==> src/rtl/dbell_pkg.sv <==
package dbell_pkg;
  localparam int WORD_W  = 32;
  localparam int FIELD_W = 16;

  // Word select; the order is fixed by the register offsets.
  typedef enum logic [1:0] {
    SEL_MASK = 2'd0,
    SEL_STAT = 2'd1,
    SEL_POS  = 2'd2,
    SEL_BELL = 2'd3
  } reg_sel_e;

  typedef struct packed {
    logic     hit;
    reg_sel_e sel;
  } dec_t;
endpackage

==> src/rtl/dbell_decode.sv <==
module dbell_decode
  import dbell_pkg::*;
#(
  parameter int AW = 10
) (
  input  logic [AW-1:0] addr,
  output dec_t          dec
);
  // Only the first four words are populated.
  always_comb begin
    dec.hit = (addr[AW-1:4] == '0);
    dec.sel = reg_sel_e'(addr[3:2]);
  end
endmodule

==> src/rtl/dbell_irq.sv <==
module dbell_irq
  import dbell_pkg::*;
#(
  parameter int NUM_VEC = 8
) (
  input  logic               clk,
  input  logic               rst_n,
  input  logic               msi_mode,
  input  logic               mask_we,
  input  logic [WORD_W-1:0]  mask_wdata,
  input  logic               stat_clr,
  input  logic               ev_valid,
  input  logic [FIELD_W-1:0] ev_vector,
  output logic [WORD_W-1:0]  mask_q,
  output logic               status_q,
  output logic               irq_pin,
  output logic [NUM_VEC-1:0] msi_pulse,
  output logic               vec_err
);
  localparam logic [FIELD_W-1:0] NV = FIELD_W'(NUM_VEC);

  logic               ev_pin, ev_msi, in_range;
  logic [NUM_VEC-1:0] pulse_d;

  assign ev_pin   = ev_valid & ~msi_mode;
  assign ev_msi   = ev_valid & msi_mode;
  assign in_range = (ev_vector < NV);

  for (genvar g = 0; g < NUM_VEC; g++) begin : g_pulse
    assign pulse_d[g] = ev_msi && (ev_vector == FIELD_W'(g));
  end

  always_ff @(posedge clk or negedge rst_n) begin
    if (!rst_n) begin
      mask_q    <= '0;
      status_q  <= 1'b0;
      irq_pin   <= 1'b0;
      msi_pulse <= '0;
      vec_err   <= 1'b0;
    end else begin
      if (mask_we) mask_q <= mask_wdata;
      if (ev_pin)        status_q <= 1'b1;
      else if (stat_clr) status_q <= 1'b0;
      irq_pin   <= mask_q[0] & status_q;
      msi_pulse <= pulse_d;
      if (ev_msi && !in_range) vec_err <= 1'b1;
    end
  end

  a_r4_pin_event_sets: assert property (@(posedge clk) disable iff (!rst_n)
    ev_pin |=> status_q);
  a_r9_status_untouched: assert property (@(posedge clk) disable iff (!rst_n)
    (ev_msi && !stat_clr) |=> $stable(status_q));
  a_r9_pulse_onehot: assert property (@(posedge clk) disable iff (!rst_n)
    $onehot0(msi_pulse));
  a_r9_pulse_from_event: assert property (@(posedge clk) disable iff (!rst_n)
    (msi_pulse != '0) |-> $past(ev_msi));
  a_r10_oob_dropped: assert property (@(posedge clk) disable iff (!rst_n)
    (ev_msi && !in_range) |=> (msi_pulse == '0) && vec_err);
  a_r10_err_sticky: assert property (@(posedge clk) disable iff (!rst_n)
    vec_err |=> vec_err);
endmodule

==> src/rtl/dbell_outq.sv <==
module dbell_outq
  import dbell_pkg::*;
(
  input  logic               clk,
  input  logic               rst_n,
  input  logic               load,
  input  logic [FIELD_W-1:0] dest_in,
  input  logic [FIELD_W-1:0] vec_in,
  input  logic               db_ready,
  output logic               db_valid,
  output logic [FIELD_W-1:0] db_dest,
  output logic [FIELD_W-1:0] db_vector
);
  logic free;
  assign free = ~db_valid | db_ready;

  always_ff @(posedge clk or negedge rst_n) begin
    if (!rst_n) begin
      db_valid  <= 1'b0;
      db_dest   <= '0;
      db_vector <= '0;
    end else if (load && free) begin
      db_valid  <= 1'b1;
      db_dest   <= dest_in;
      db_vector <= vec_in;
    end else if (db_valid && db_ready) begin
      db_valid  <= 1'b0;
    end
  end

  a_r8_hold_stable: assert property (@(posedge clk) disable iff (!rst_n)
    (db_valid && !db_ready) |=> db_valid && $stable(db_dest) && $stable(db_vector));
  a_r7_load_raises: assert property (@(posedge clk) disable iff (!rst_n)
    (load && !db_valid) |=> db_valid);
endmodule

==> src/rtl/shm_doorbell_regs.sv <==
module shm_doorbell_regs
  import dbell_pkg::*;
#(
  parameter int WIN_BYTES = 1024,
  parameter int NUM_VEC   = 8,
  parameter int ID_W      = 16,
  localparam int AW       = $clog2(WIN_BYTES)
) (
  input  logic               clk,
  input  logic               rst_n,
  input  logic               msi_mode,
  input  logic               dev_ready,
  input  logic [ID_W-1:0]    node_id,
  input  logic               bus_wr,
  input  logic               bus_rd,
  input  logic [AW-1:0]      bus_addr,
  input  logic [31:0]        bus_wdata,
  output logic [31:0]        bus_rdata,
  output logic               db_valid,
  input  logic               db_ready,
  output logic [15:0]        db_dest,
  output logic [15:0]        db_vector,
  input  logic               ev_valid,
  output logic               ev_ready,
  input  logic [15:0]        ev_vector,
  output logic               irq_pin,
  output logic [NUM_VEC-1:0] msi_pulse,
  output logic               vec_err
);
  dec_t              dec;
  logic              wr_hit, mask_we, stat_clr, bell_we;
  logic [WORD_W-1:0] mask_q, pos_val, rd_mux;
  logic              status_q;
  logic [FIELD_W-1:0] out_vec;

  dbell_decode #(.AW(AW)) u_dec (.addr(bus_addr), .dec(dec));

  assign wr_hit   = bus_wr & dec.hit;
  assign mask_we  = wr_hit & (dec.sel == SEL_MASK);
  assign stat_clr = wr_hit & (dec.sel == SEL_STAT);
  assign bell_we  = wr_hit & (dec.sel == SEL_BELL);
  assign ev_ready = 1'b1;

  // Pin mode discards the vector field of an outgoing request.
  assign out_vec  = msi_mode ? bus_wdata[15:0] : '0;
  assign pos_val  = dev_ready ? WORD_W'(node_id) : '1;

  dbell_irq #(.NUM_VEC(NUM_VEC)) u_irq (
    .clk(clk), .rst_n(rst_n), .msi_mode(msi_mode),
    .mask_we(mask_we), .mask_wdata(bus_wdata), .stat_clr(stat_clr),
    .ev_valid(ev_valid), .ev_vector(ev_vector),
    .mask_q(mask_q), .status_q(status_q), .irq_pin(irq_pin),
    .msi_pulse(msi_pulse), .vec_err(vec_err)
  );

  dbell_outq u_outq (
    .clk(clk), .rst_n(rst_n), .load(bell_we),
    .dest_in(bus_wdata[31:16]), .vec_in(out_vec),
    .db_ready(db_ready), .db_valid(db_valid),
    .db_dest(db_dest), .db_vector(db_vector)
  );

  always_comb begin
    rd_mux = '0;
    if (dec.hit) begin
      unique case (dec.sel)
        SEL_MASK: rd_mux = mask_q;
        SEL_STAT: rd_mux = WORD_W'(status_q);
        SEL_POS:  rd_mux = pos_val;
        SEL_BELL: rd_mux = '0;
      endcase
    end
  end

  always_ff @(posedge clk or negedge rst_n) begin
    if (!rst_n)      bus_rdata <= '0;
    else if (bus_rd) bus_rdata <= rd_mux;
  end

  a_r2_outside_reads_zero: assert property (@(posedge clk) disable iff (!rst_n)
    (bus_rd && !dec.hit) |=> (bus_rdata == '0));
  a_r6_unready_all_ones: assert property (@(posedge clk) disable iff (!rst_n)
    (bus_rd && dec.hit && dec.sel == SEL_POS && !dev_ready) |=> (bus_rdata == '1));
  a_r11_never_stalls: assert property (@(posedge clk) disable iff (!rst_n)
    ev_ready);
endmodule

==> config.mk <==
export PLATFORM = sky130hd
export DESIGN_NAME = shm_doorbell_regs
export DESIGN_NICKNAME = d
export VERILOG_FILES = /design/src/rtl/dbell_pkg.sv /design/src/rtl/dbell_decode.sv /design/src/rtl/dbell_irq.sv /design/src/rtl/dbell_outq.sv /design/src/rtl/shm_doorbell_regs.sv
export SDC_FILE = /design/constraint.sdc
export NUM_CORES = 1
export LEC_CHECK = 0
export BUFFER_PORTS_ARGS = -buffer_cell sky130_fd_sc_hd__buf_2
export CORE_ASPECT_RATIO = 0.5
export CORE_MARGIN = 5
export CORE_UTILIZATION = 39
export CTS_CLUSTER_SIZE = 10
export DETAILED_ROUTE_END_ITERATION = 7
export GPL_ROUTABILITY_DRIVEN = 0
export PLACE_DENSITY_LB_ADDON = 0.1
export SLEW_MARGIN = 40
export SYNTH_ARGS = -nofsm -noshare
export SYNTH_HDL_FRONTEND = slang
export SYNTH_SLANG_ARGS = --single-unit
==> constraint.sdc <==
create_clock -name clk -period 1.6 [get_ports clk]
set_input_delay 0.16 -clock clk [delete_from_list [all_inputs] [get_ports clk]]
set_output_delay 0.16 -clock clk [all_outputs]
set_load 0.1 [all_outputs]
==> key figures, run 1 <==
Timing
  • Summed negative setup slack over all endpoints: 0 ps
  • Part of the cycle the worst path needs: 0.877
  • Slew at the pin closest to its max-slew limit: 508 ps
  • Final critical delay including setup and external delays: 1400 ps
  • Fmax: 713 MHz
  • RSZ-0062 raised after global routing: false
  • Final-report hold violation count: 0
  • Number of setup violations in the final report: 0
  • Max-slew violation count: 0
  • Max-Slew Margin vs Limit: 0.658
  • Final worst clock skew: 4.53 ps

Power and ir drop
  • Clock group share of total power: 0.359
  • Share of total power in sequential cells: 0.490
  • Switching pwr: 1.68 mW
  • Power, Total: 5.83 mW
  • Switching power as a share of total power: 0.288
  • Gate power share: 0.151
  • Pint: 4.15 mW
  • Leakage: 3.33 nW
  • Max VDD drop: 0.000489 V
  • Power density of the placed cells: 984 nW/µm²

Setup path
  • Worst Path Class, Setup: register to register
  • Kind of start point of the critical path: register
  • Critical path depth in cells: 4
  • CP cell instances: nand2b_1 -> nand4_2 -> buf_4 -> mux2_2
  • Slowest cell on the critical path: dfrtp_4
  • Top fanout value on the critical path: 18
  • Critical Path Sink Type: register
  • Largest stage delay on the critical path: 400 ps
  • Number of buffers and inverters on the critical path: 1
  • Critical path arrival: 1630 ps
  • Required @ worst endpoint: 1820 ps
  • Number of cells traversed by the worst register-to-register path: 4
  • Critical path's top delay family: flip-flops

Synth
  • Number of enable-type register cells in the synthesized netlist: 0
  • Syn Nets: 480
  • Post-synthesis cell type count: 35
  • Sequential-to-total area share from yosys stat: 0.590
  • Adder-cell share of the synthesized area: 0
  • Area share of xor/xnor cells in the synthesized design: 0
  • Post-Synthesis Mean Instance Area: 11.5 µm²
  • Most frequently used flop master after synthesis: dfrtp_1
  • Post-synthesis register bit count: 108
  • Warnings, synthesis: 0
  • Async S/R FF share, synth: 1.00
  • Post-synthesis instance area: 4580 µm²
  • Fraction of the mapped netlist area in compound gates: 0.0793
  • Synthesized netlist cell count: 398
  • Portion of netlist area occupied by mux cells: 0.153
  • Main combinational cell family by area after synthesis: multiplexers
  • Post-synthesis simple-gate area fraction: 0.112

Detailed routing
  • Number of remaining DRC errors: 0
  • ANT nets after route: 0
  • Routed Wire Length: 11200 µm
  • Number of DRC violations after detailed-routing iteration 0: 152
  • Via count: 3389
  • Average routed wire per standard cell: 15.4 µm
  • First-pass iteration count of the detailed router: 4
  • Post-detailed-route via-to-cell ratio: 4.67

Global route
  • GR Util All Layers: 0.164
  • Initial antenna violation count: 1
  • First-pass GRT wire length: 18500 µm
  • Vias in the first global route: 3550
  • Maximum number of pins on one net before global-route repair: 42
  • Remaining global-route overflow: 0

Clock tree
  • Count of hold-fix buffers inserted at cts: 1
  • Number of setup buffers added after CTS: 0
  • Clock buffers created by TritonCTS: 9
  • Clock Tree Buf Depth: 2
  • CTS tree: done
  • Clock root buffer: clkbuf_16
  • Register clock-pin slew on the reported worst setup and hold paths: 70 ps
  • Clock latency at the later pin of the worst-skew pair: 340 ps
  • Post-CTS Resized: 0
  • CTS HTree Levels: 3
  • CTS sink cnt: 108

Floorplan
  • Horizontal die dimension: 163 µm
  • Number of rows in the core area: 28
  • Starting utilization of the core area: 0.394
  • Die area: 14100 µm²
  • Std-Cell Core Area: 11600 µm²
  • Floorplan die height: 86.6 µm
  • Number of top-level design ports: 158

Placement
  • PortBufs: 154
  • Sum of net half-perimeters after detailed placement: 8100 µm

Flow run
  • Max-cap violations: 0

Final layout
  • Area overhead of the layout relative to synthesis: 29.5%
  • Commonest cells after routing, fill and taps aside: 153 x buf_2, 107 x dfrtp_1, 50 x inv_1, 48 x mux2_2, 37 x nor2_1
  • # nets final: 637
  • Share of cells above drive strength 1: 0.454
  • Number of antenna repair diodes: 0
  • Most common library cell in the layout ignoring fill and taps: buf_2

Min path
  • Type of the worst min-delay path: input port to register
  • Worst Hold Depth: 2

Status
  • Status: completed
sequential cells by signal, indices dropped and copies added (netlist names), 8 cells and up:
register          cells
bus_rdata            32
u_irq.mask_q         32
u_irq.msi_pulse       8
u_outq.db_dest       16
u_outq.db_vector     16
synth_stat cells (all sizes together) (2+ instances only):
library cell | count | area, µm²
nor4 | 5 | 46.3
a31oi | 15 | 93.8
nand2 | 20 | 75.1
nand3 | 3 | 15.0
dfrtp | 108 | 2700
nor3 | 5 | 25.0
nor2 | 37 | 139
o22ai | 17 | 106
nor2b | 15 | 93.8
clkbuf | 14 | 52.6
a31o | 15 | 131
and2 | 2 | 12.5
buf | 11 | 53.8
mux2i | 16 | 160
inv | 50 | 188
mux2 | 48 | 541
nand4 | 3 | 25.0
nand3b | 2 | 15.0
nand4b | 2 | 23.8
metal layers:
metal	part of all wire	vias up	GRT usage
met5	0.00063	-	0
met1	0.45	1664	0.221
met2	0.48	63	0.269
met3	0.058	9	0.0527
met4	0.0072	2	0.0274
li1	-	1651	-
worst register-to-register path, stage by stage (launching register included):
cell and delay, ps:
dfrtp_4 400, nand2b_1 80, nand4_2 100, buf_4 330, mux2_2 380
stage by stage:
| step | hold WS, ps | setup WS, ps | cell area, µm² | util | std cells |
|---|---|---|---|---|---|
| floorplan | -136 | 24.6 | 4580 | - | 398 |
| global placement | 45.5 | 103 | 5640 | 0.485 | 708 |
| detailed placement | 43.2 | 87.4 | 5640 | 0.485 | 708 |
| CTS | 17.6 | 172 | 5930 | 0.510 | 725 |
| global route | 17.7 | 111 | 5930 | 0.510 | 725 |
| finish | 32.4 | 197 | 5930 | 0.510 | 725 |
power groups by stage:
stage	clock, mW	combinational (mW)	sequential, mW
after CTS	2.17	0.895	2.86
after global placement	0	0.888	2.91
after global routing	2.28	0.950	2.87
final	2.09	0.881	2.86
after floorplan	0	0.209	3.28
after detailed placement	0	0.893	2.91
area by class of cell:
cell class / count / area, µm²
Fill cell: 1119 / 5700
Inverter: 50 / 188
Multi-Input combinational cell: 215 / 1580
Tap cell: 165 / 206
Clock inverter: 5 / 36.3
Clock buffer: 11 / 243
Timing Repair Buffer: 171 / 966
Sequential cell: 108 / 2710
worst paths after layout:
| kind | startpoint | endpoint | slack [ps] |
|---|---|---|---|
| setup / recovery | u_outq.db_valid$_DFFE_PN0P_ | u_outq.db_dest[0]$_DFFE_PN0P_ | 200 |
| hold / removal | ev_vector[2] | u_irq.msi_pulse[3]$_DFF_PN0_ | 30 |
| setup reg to reg | u_outq.db_valid$_DFFE_PN0P_ | u_outq.db_dest[0]$_DFFE_PN0P_ | 200 |
| hold reg to reg | u_outq.db_dest[15]$_DFFE_PN0P_ | u_outq.db_dest[15]$_DFFE_PN0P_ | 500 |
| max in group asynchronous | rst_n | bus_rdata[20]$_DFFE_PN0P_ | 850 |
| min in group asynchronous | rst_n | bus_rdata[8]$_DFFE_PN0P_ | 230 |
kinds of logic after synthesis:
family          count (synthesis)
flops                         108
buf+inv                        75
simple gates                   99
compound gates                 51
mux                            64
other cells                     1
No activity file was read; power rests on OpenSTA's default activity.
==> run 2, diff against run 1 <==
Settings changed: ABC_AREA set to 1, CORE_UTILIZATION 39 to 29.
==> key figures, run 2 <==
Synth
  • Synthesized netlist cell count: 565 (was 398)
  • Syn Nets: 647 (was 480)
  • Area share of xor/xnor cells in the synthesized design: 0 (unchanged)
  • Library cell with the highest instance count after synthesis: nand2_1 (was dfrtp_1)
  • Fraction of the mapped netlist area in compound gates: 0.0613 (was 0.0793)
  • Area contributors post-synth: dfrtp_1 58%, nand2_1 20%, nand4_1 4.4% (was dfrtp_1 59%, mux2_2 12%, inv_1 4.1%)
  • Sequential-to-total area share from yosys stat: 0.580 (was 0.590)
  • Most frequently used flop master after synthesis: dfrtp_1 (unchanged)
  • Post-synthesis register bit count: 108 (unchanged)
  • Post-synthesis cell type count: 19 (was 35)
  • Number of enable-type register cells in the synthesized netlist: 0 (unchanged)
  • Area share of the largest cell type after synthesis: 0.580 (was 0.590)
  • Portion of netlist area occupied by mux cells: 0 (was 0.153)
  • Adder-cell share of the synthesized area: 0 (unchanged)
  • Warnings, synthesis: 0 (unchanged)
  • Post-synthesis instance area: 4660 µm² (was 4580 µm²)
  • Post-synthesis simple-gate area fraction: 0.291 (was 0.112)
  • Async S/R FF share, synth: 1.00 (unchanged)
  • Yosys top cell by area: dfrtp_1 (unchanged)
  • Most common library cells after synthesis: 244 x nand2_1, 108 x dfrtp_1, 46 x inv_1, 42 x nor2_1, 33 x nand4_1 (was 108 x dfrtp_1, 50 x inv_1, 48 x mux2_2, 37 x nor2_1, 20 x nand2_1)
  • Post-Synthesis Mean Instance Area: 8.24 µm² (was 11.5 µm²)
  • Main combinational cell family by area after synthesis: simple AND/OR/NAND/NOR gates (was multiplexers)

Global route
  • Vias in the first global route: 4484 (was 3550)
  • GR Util All Layers: 0.150 (was 0.164)
  • Remaining global-route overflow: 0 (unchanged)
  • First-pass GRT wire length: 22800 µm (was 18500 µm)
  • Initial antenna violation count: 2 (was 1)
  • Maximum number of pins on one net before global-route repair: 35 (was 42)

Setup path
  • Slowest cell on the critical path: buf_2 (was dfrtp_4)
  • Capture instance of the worst register-to-register path: u_outq.db_dest[5]$_DFFE_PN0P_ (was u_outq.db_dest[0]$_DFFE_PN0P_)
  • CP cell instances: buf_2 (was nand2b_1 -> nand4_2 -> buf_4 -> mux2_2)
  • Critical path depth in cells: 1 (was 4)
  • Number of cells traversed by the worst register-to-register path: 5 (was 4)
  • Beginning of the worst register-to-register path: u_outq.db_valid$_DFFE_PN0P_ (unchanged)
  • Top fanout value on the critical path: 2 (was 18)
  • Number of buffers and inverters on the critical path: 1 (unchanged)
  • Critical Path Sink Type: output port (was register)
  • Critical path's top delay family: buffers and inverters (was flip-flops)
  • Critical path arrival: 1160 ps (was 1630 ps)
  • Worst Path Class, Setup: register to output port (was register to register)
  • Worst setup endpoint: db_dest[5] (was u_outq.db_dest[0]$_DFFE_PN0P_)
  • Required @ worst endpoint: 1440 ps (was 1820 ps)
  • Crit path launch: u_outq.db_dest[5]$_DFFE_PN0P_ (was u_outq.db_valid$_DFFE_PN0P_)
  • Largest stage delay on the critical path: 440 ps (was 400 ps)
  • Kind of start point of the critical path: register (unchanged)
  • Register-to-register path setup slack: 370 ps (was 200 ps)

Final layout
  • # nets final: 801 (was 637)
  • Commonest cells after routing, fill and taps aside: 244 x nand2_1, 153 x buf_2, 107 x dfrtp_1, 46 x inv_1, 42 x nor2_1 (was 153 x buf_2, 107 x dfrtp_1, 50 x inv_1, 48 x mux2_2, 37 x nor2_1)
  • Share of cells above drive strength 1: 0.268 (was 0.454)
  • Most common library cell in the layout ignoring fill and taps: nand2_1 (was buf_2)
  • Register Area: 2700 µm² (was 2710 µm²)
  • Footprint of the multi-input gates: 1640 µm² (was 1580 µm²)
  • Number of antenna repair diodes: 0 (unchanged)
  • Area overhead of the layout relative to synthesis: 29.5% (about the same)
  • Leading registers by flop count: bus_rdata x32, u_irq.mask_q x32 (unchanged)
  • Core utilization of the finished layout: 0.387 (was 0.510)
  • Fillers: 1724 (was 1119)

Min path
  • Type of the worst min-delay path: input port to register (unchanged)

Floorplan
  • Floorplan die height: 99.6 µm (was 86.6 µm)
  • Number of top-level design ports: 158 (unchanged)
  • Starting utilization of the core area: 0.299 (was 0.394)
  • Die area: 18800 µm² (was 14100 µm²)
  • Std-Cell Core Area: 15600 µm² (was 11600 µm²)
  • Horizontal die dimension: 189 µm (was 163 µm)
  • Number of rows in the core area: 32 (was 28)

Power and ir drop
  • Switching pwr: 1.61 mW (was 1.68 mW)
  • Leakage: 3.58 nW (was 3.33 nW)
  • Clock group share of total power: 0.378 (was 0.359)
  • Gate power share: 0.128 (was 0.151)
  • Switching power as a share of total power: 0.280 (was 0.288)
  • Power density of the placed cells: 954 nW/µm² (was 984 nW/µm²)
  • Max VDD drop: 0.000482 V (was 0.000489 V)
  • Pint: 4.14 mW (was 4.15 mW)
  • Share of total power in sequential cells: 0.494 (was 0.490)

Clock tree
  • Post-CTS Resized: 0 (unchanged)
  • Clock latency at the later pin of the worst-skew pair: 350 ps (was 340 ps)
  • CTS tree: done (unchanged)
  • Clock Tree Buf Depth: 2 (unchanged)
  • Clock root buffer: clkbuf_16 (unchanged)
  • Number of setup buffers added after CTS: 0 (unchanged)
  • Register clock-pin slew on the reported worst setup and hold paths: 70 ps (about the same)
  • Count of hold-fix buffers inserted at cts: 1 (unchanged)
  • Clock buffers created by TritonCTS: 9 (unchanged)
  • CTS HTree Levels: 3 (unchanged)
  • CTS sink cnt: 108 (unchanged)

Timing
  • Final-report hold violation count: 0 (unchanged)
  • Slew at the pin closest to its max-slew limit: 512 ps (was 508 ps)
  • Final worst clock skew: 9.41 ps (was 4.53 ps)
  • Final critical delay including setup and external delays: 1320 ps (was 1400 ps)
  • Number of setup violations in the final report: 0 (unchanged)
  • Max-Slew Margin vs Limit: 0.661 (was 0.658)
  • Max-slew violation count: 0 (unchanged)
  • RSZ-0062 raised after global routing: false (unchanged)
  • Part of the cycle the worst path needs: 0.828 (was 0.877)
  • Summed negative setup slack over all endpoints: 0 ps (unchanged)
  • Fmax: 755 MHz (was 713 MHz)

Detailed routing
  • Average routed wire per standard cell: 14.9 µm (was 15.4 µm)
  • First-pass iteration count of the detailed router: 4 (unchanged)
  • Post-detailed-route via-to-cell ratio: 4.52 (was 4.67)
  • ANT nets after route: 0 (unchanged)
  • Number of remaining DRC errors: 0 (unchanged)
  • Number of DRC violations after detailed-routing iteration 0: 150 (was 152)
  • Routed Wire Length: 13900 µm (was 11200 µm)
  • Via count: 4190 (was 3389)

Placement
  • Sum of net half-perimeters after detailed placement: 10500 µm (was 8100 µm)
  • PortBufs: 154 (unchanged)

Status
  • Status: completed (unchanged)

Flow run
  • Max-cap violations: 0 (unchanged)
[run 2: cell type report]
cell class                      instances  share of cell area
Sequential cell                       108               0.448
Multi-Input combinational cell        379               0.272
Timing Repair Buffer                  174               0.160
Clock buffer                           12              0.0425
Tap cell                              204              0.0423
Inverter                               47              0.0293
Clock inverter                          4             0.00539
[run 2: logic make-up (layout without fill, tap and decap cells)]
group / after synthesis / after routing
flip-flops: 108 / 108
buffers and inverters: 78 / 237
AO/OA/AOI/OAI: 49 / 49
AND/OR/NAND/NOR: 329 / 329
other: 1 / 1
[run 2: worst min path at each step]
stage                                        end          start  slack, ps  cells after the start
finish              u_irq.mask_q[11]$_DFFE_PN0P_  bus_wdata[11]         30                      3
global route        u_irq.mask_q[22]$_DFFE_PN0P_  bus_wdata[22]         40                      3
CTS                 u_irq.mask_q[11]$_DFFE_PN0P_  bus_wdata[11]          6                      3
detailed placement     bus_rdata[23]$_DFFE_PN0P_          rst_n        160                      1
global placement       bus_rdata[23]$_DFFE_PN0P_          rst_n        150                      1
floorplan               bus_rdata[0]$_DFFE_PN0P_          rst_n       -140                      0
[run 2: through the flow]
step	instance area (µm²)	cells	setup WS (ps)	hold WS (ps)	power, mW
global placement	5730	911	204	151	3.64
floorplan	4660	565	25.4	-136	3.34
detailed placement	5730	911	186	157	3.65
finish	6030	928	275	26.9	5.75
global route	6030	928	227	36.3	6.04
CTS	6030	928	257	6.06	5.86
[run 2: layer usage]
layer	vias to the layer above	track usage	part of all wire	wire length, µm
met5	-	0	0.0015	21
met4	4	0.0283	0.0075	104
met3	12	0.0445	0.054	747
met2	93	0.251	0.48	6650
met1	2004	0.196	0.46	6350
li1	2077	-	-	-
[run 2: power by group through the flow]
| stage | logic [mW] | clock network (mW) | registers [mW] |
|---|---|---|---|
| after floorplan | 0.196 | 0 | 3.14 |
| after global routing | 0.808 | 2.38 | 2.85 |
| after global placement | 0.743 | 0 | 2.90 |
| after detailed placement | 0.748 | 0 | 2.90 |
| final | 0.734 | 2.18 | 2.84 |
| after CTS | 0.751 | 2.27 | 2.84 |
==> run 3, diff against run 2 <==
Clock period 1.6 ns to 1.2 ns, I/O delays scaled along.
==> key figures, run 3 (same netlist as run 2, synthesis figures left out) <==
Clock tree
  • CTS sink cnt: 108 (unchanged)
  • Clock buffers created by TritonCTS: 9 (unchanged)
  • Clock root buffer: clkbuf_16 (unchanged)
  • Clock latency at the later pin of the worst-skew pair: 350 ps (about the same)
  • Clock Tree Buf Depth: 2 (unchanged)
  • CTS HTree Levels: 3 (unchanged)
  • Number of setup buffers added after CTS: 0 (unchanged)
  • Register clock-pin slew on the reported worst setup and hold paths: 70 ps (about the same)
  • CTS tree: done (unchanged)

Global route
  • Maximum number of pins on one net before global-route repair: 34 (was 35)
  • Met3 track demand over resource in global routing: 0.0368 (was 0.0445)
  • GR Util All Layers: 0.147 (was 0.150)
  • First-pass GRT wire length: 22300 µm (was 22800 µm)
  • Vias in the first global route: 4348 (was 4484)
  • Routing layer with the top usage in global route: met2 (unchanged)
  • Initial antenna violation count: 0 (was 2)
  • GR met1 Demand/Resource: 0.191 (was 0.196)
  • Global-route met2 utilization: 0.253 (was 0.251)
  • Remaining global-route overflow: 0 (unchanged)

Min path
  • Worst hold path endpoint: u_irq.mask_q[18]$_DFFE_PN0P_ (was u_irq.mask_q[11]$_DFFE_PN0P_)
  • Worst Hold Depth: 3 (unchanged)
  • Type of the worst min-delay path: input port to register (unchanged)
  • Hold_sp: bus_wdata[18] (was bus_wdata[11])

Final layout
  • Leading registers by flop count: bus_rdata x32, u_irq.mask_q x32 (unchanged)
  • Commonest cells after routing, fill and taps aside: 243 x nand2_1, 107 x dfrtp_1, 78 x buf_2, 74 x buf_12, 46 x inv_1 (was 244 x nand2_1, 153 x buf_2, 107 x dfrtp_1, 46 x inv_1, 42 x nor2_1)
  • Final non-filler cell area: 7310 µm² (was 6030 µm²)
  • Most common library cell in the layout ignoring fill and taps: nand2_1 (unchanged)
  • Number of antenna repair diodes: 0 (unchanged)
  • Fillers: 1543 (was 1724)
  • Share of cells above drive strength 1: 0.270 (was 0.268)
  • # nets final: 821 (was 801)
  • Area overhead of the layout relative to synthesis: 57.0% (was 29.5%)

Power and ir drop
  • Switching pwr: 2.23 mW (was 1.61 mW)
  • Pint: 5.72 mW (was 4.14 mW)
  • Switching power as a share of total power: 0.280 (about the same)
  • Max VDD drop: 0.000719 V (was 0.000482 V)
  • Clock group share of total power: 0.372 (was 0.378)
  • Power density of the placed cells: 1090 nW/µm² (was 954 nW/µm²)
  • Leakage: 3.89 nW (was 3.58 nW)
  • Share of total power in sequential cells: 0.480 (was 0.494)
  • Gate power share: 0.148 (was 0.128)

Flow run
  • Max-cap violations: 0 (unchanged)

Floorplan
  • Starting utilization of the core area: 0.299 (unchanged)
  • Floorplan die height: 99.6 µm (unchanged)
  • Die area: 18800 µm² (unchanged)
  • Number of rows in the core area: 32 (unchanged)
  • Std-Cell Core Area: 15600 µm² (unchanged)
  • Horizontal die dimension: 189 µm (unchanged)
  • Number of top-level design ports: 158 (unchanged)

Detailed routing
  • Via count: 4222 (was 4190)
  • First-pass iteration count of the detailed router: 4 (unchanged)
  • Number of remaining DRC errors: 0 (unchanged)
  • Routed Wire Length: 13700 µm (was 13900 µm)
  • Average routed wire per standard cell: 14.4 µm (was 14.9 µm)
  • ANT nets after route: 0 (unchanged)
  • Number of DRC violations after detailed-routing iteration 0: 179 (was 150)
  • Post-detailed-route via-to-cell ratio: 4.45 (was 4.52)

Timing
  • Number of setup violations in the final report: 0 (unchanged)
  • Max-slew violation count: 0 (unchanged)
  • Final critical delay including setup and external delays: 1170 ps
  • Part of the cycle the worst path needs: 0.975
  • Final worst clock skew: 7.66 ps (was 9.41 ps)
  • Crit path setup slack, layout: 30.3 ps (was 275 ps)
  • Fmax: 855 MHz
  • RSZ-0062 raised after global routing: true (was false)
  • Final-report hold violation count: 0 (unchanged)

Setup path
  • Worst Path Class, Setup: register to register (was register to output port)
  • Critical path arrival: 1410 ps (was 1160 ps)
  • Critical Path Sink Type: register (was output port)
  • Top fanout value on the critical path: 33 (was 2)
  • Beginning of the worst register-to-register path: u_outq.db_valid$_DFFE_PN0P_ (unchanged)
  • Kind of start point of the critical path: register (unchanged)
  • Capture instance of the worst register-to-register path: u_outq.db_dest[4]$_DFFE_PN0P_ (was u_outq.db_dest[5]$_DFFE_PN0P_)
  • Register-to-register path setup slack: 30 ps (was 370 ps)
  • Required @ worst endpoint: 1440 ps (about the same)
  • Number of cells traversed by the worst register-to-register path: 5 (unchanged)

Placement
  • Instance area at placement: 6840 µm² (was 5730 µm²)
  • PortBufs: 154 (unchanged)
  • Sum of net half-perimeters after detailed placement: 10600 µm (was 10500 µm)
  • Setup slack at placement: -152 ps (was 186 ps)

Status
  • Status: completed (unchanged)
[run 3: changes by cell type in the layout (fill, tap and decap cells not counted)]
cell           before  now
buf_12              3   74
buf_2             153   78
buf_4              17   26
clkbuf_1            1    0
clkinv_4            1    3
clkinvlp_4          2    1
dfrtp_2             1    0
dfrtp_4             0    1
dlygate4sd3_1       1   16
inv_6               1    0
inv_8               0    1
nand2_1           244  243
nand2_4             0    1
[run 3: repair_timing]
item | 4_1_cts | 5_1_grt
setup endpoints to repair | 6 | 31
resized for setup | 6 | 0
hold endpoints to repair | 40 | 0
hold buffers | 16 | 0
pin swaps | 0 | 0
[run 3: stage by stage]
step	hold WS [ps]	power, mW	TNS (ps)	utilization	std cells
after floorplan	-176	4.45	-5300	-	565
after global placement	96.8	5.03	-6930	0.439	916
after detailed placement	106	5.04	-9200	0.439	916
after CTS	0.405	8.09	0	0.470	948
after global routing	1.11	8.32	-676	0.470	948
final	4.57	7.95	0	0.470	948
[run 3: worst max path at each step]
| stage | startpoint | endpoint | slack [ps] | depth (start not counted) |
|---|---|---|---|---|
| floorplan | u_outq.db_valid$_DFFE_PN0P_ | u_outq.db_dest[10]$_DFFE_PN0P_ | -180 | 5 |
| global placement | bus_addr[7] | bus_rdata[12]$_DFFE_PN0P_ | -130 | 6 |
| detailed placement | bus_addr[9] | bus_rdata[2]$_DFFE_PN0P_ | -150 | 6 |
| CTS | u_outq.db_valid$_DFFE_PN0P_ | u_outq.db_dest[5]$_DFFE_PN0P_ | 20 | 5 |
| global route | u_outq.db_valid$_DFFE_PN0P_ | u_outq.db_dest[11]$_DFFE_PN0P_ | -50 | 5 |
| finish | u_outq.db_valid$_DFFE_PN0P_ | u_outq.db_dest[4]$_DFFE_PN0P_ | 30 | 5 |
[run 3: critical path, cell delays in order (launching register included)]
cell	delay [ps]
dfrtp_4	500
nand2_4	90
nand4_1	140
buf_12	210
nand2_1	70
nand2_1	50
[run 3: final cells by class]
class	count	area, µm²	area share
clock buffer	11	253	0.0346
clock inverter	5	45.0	0.00616
inverter	47	176	0.0241
multi-input combinational	379	1650	0.226
sequential	108	2710	0.370
tap	204	255	0.0349
timing repair buffer	194	2230	0.305
[run 3: layer usage]
layer,vias up,wire [µm],part of all wire
met1,2001,6270,0.46
met5,-,0,0
met3,10,644,0.047
met4,0,101,0.0074
met2,90,6640,0.49
li1,2121,-,-
[run 3: power groups by stage]
stage | logic (mW) | registers [mW] | clock network (mW)
final | 1.18 | 3.82 | 2.96
after global routing | 1.28 | 3.83 | 3.21
after CTS | 1.20 | 3.82 | 3.07
after detailed placement | 1.15 | 3.89 | 0
after global placement | 1.14 | 3.89 | 0
after floorplan | 0.263 | 4.19 | 0
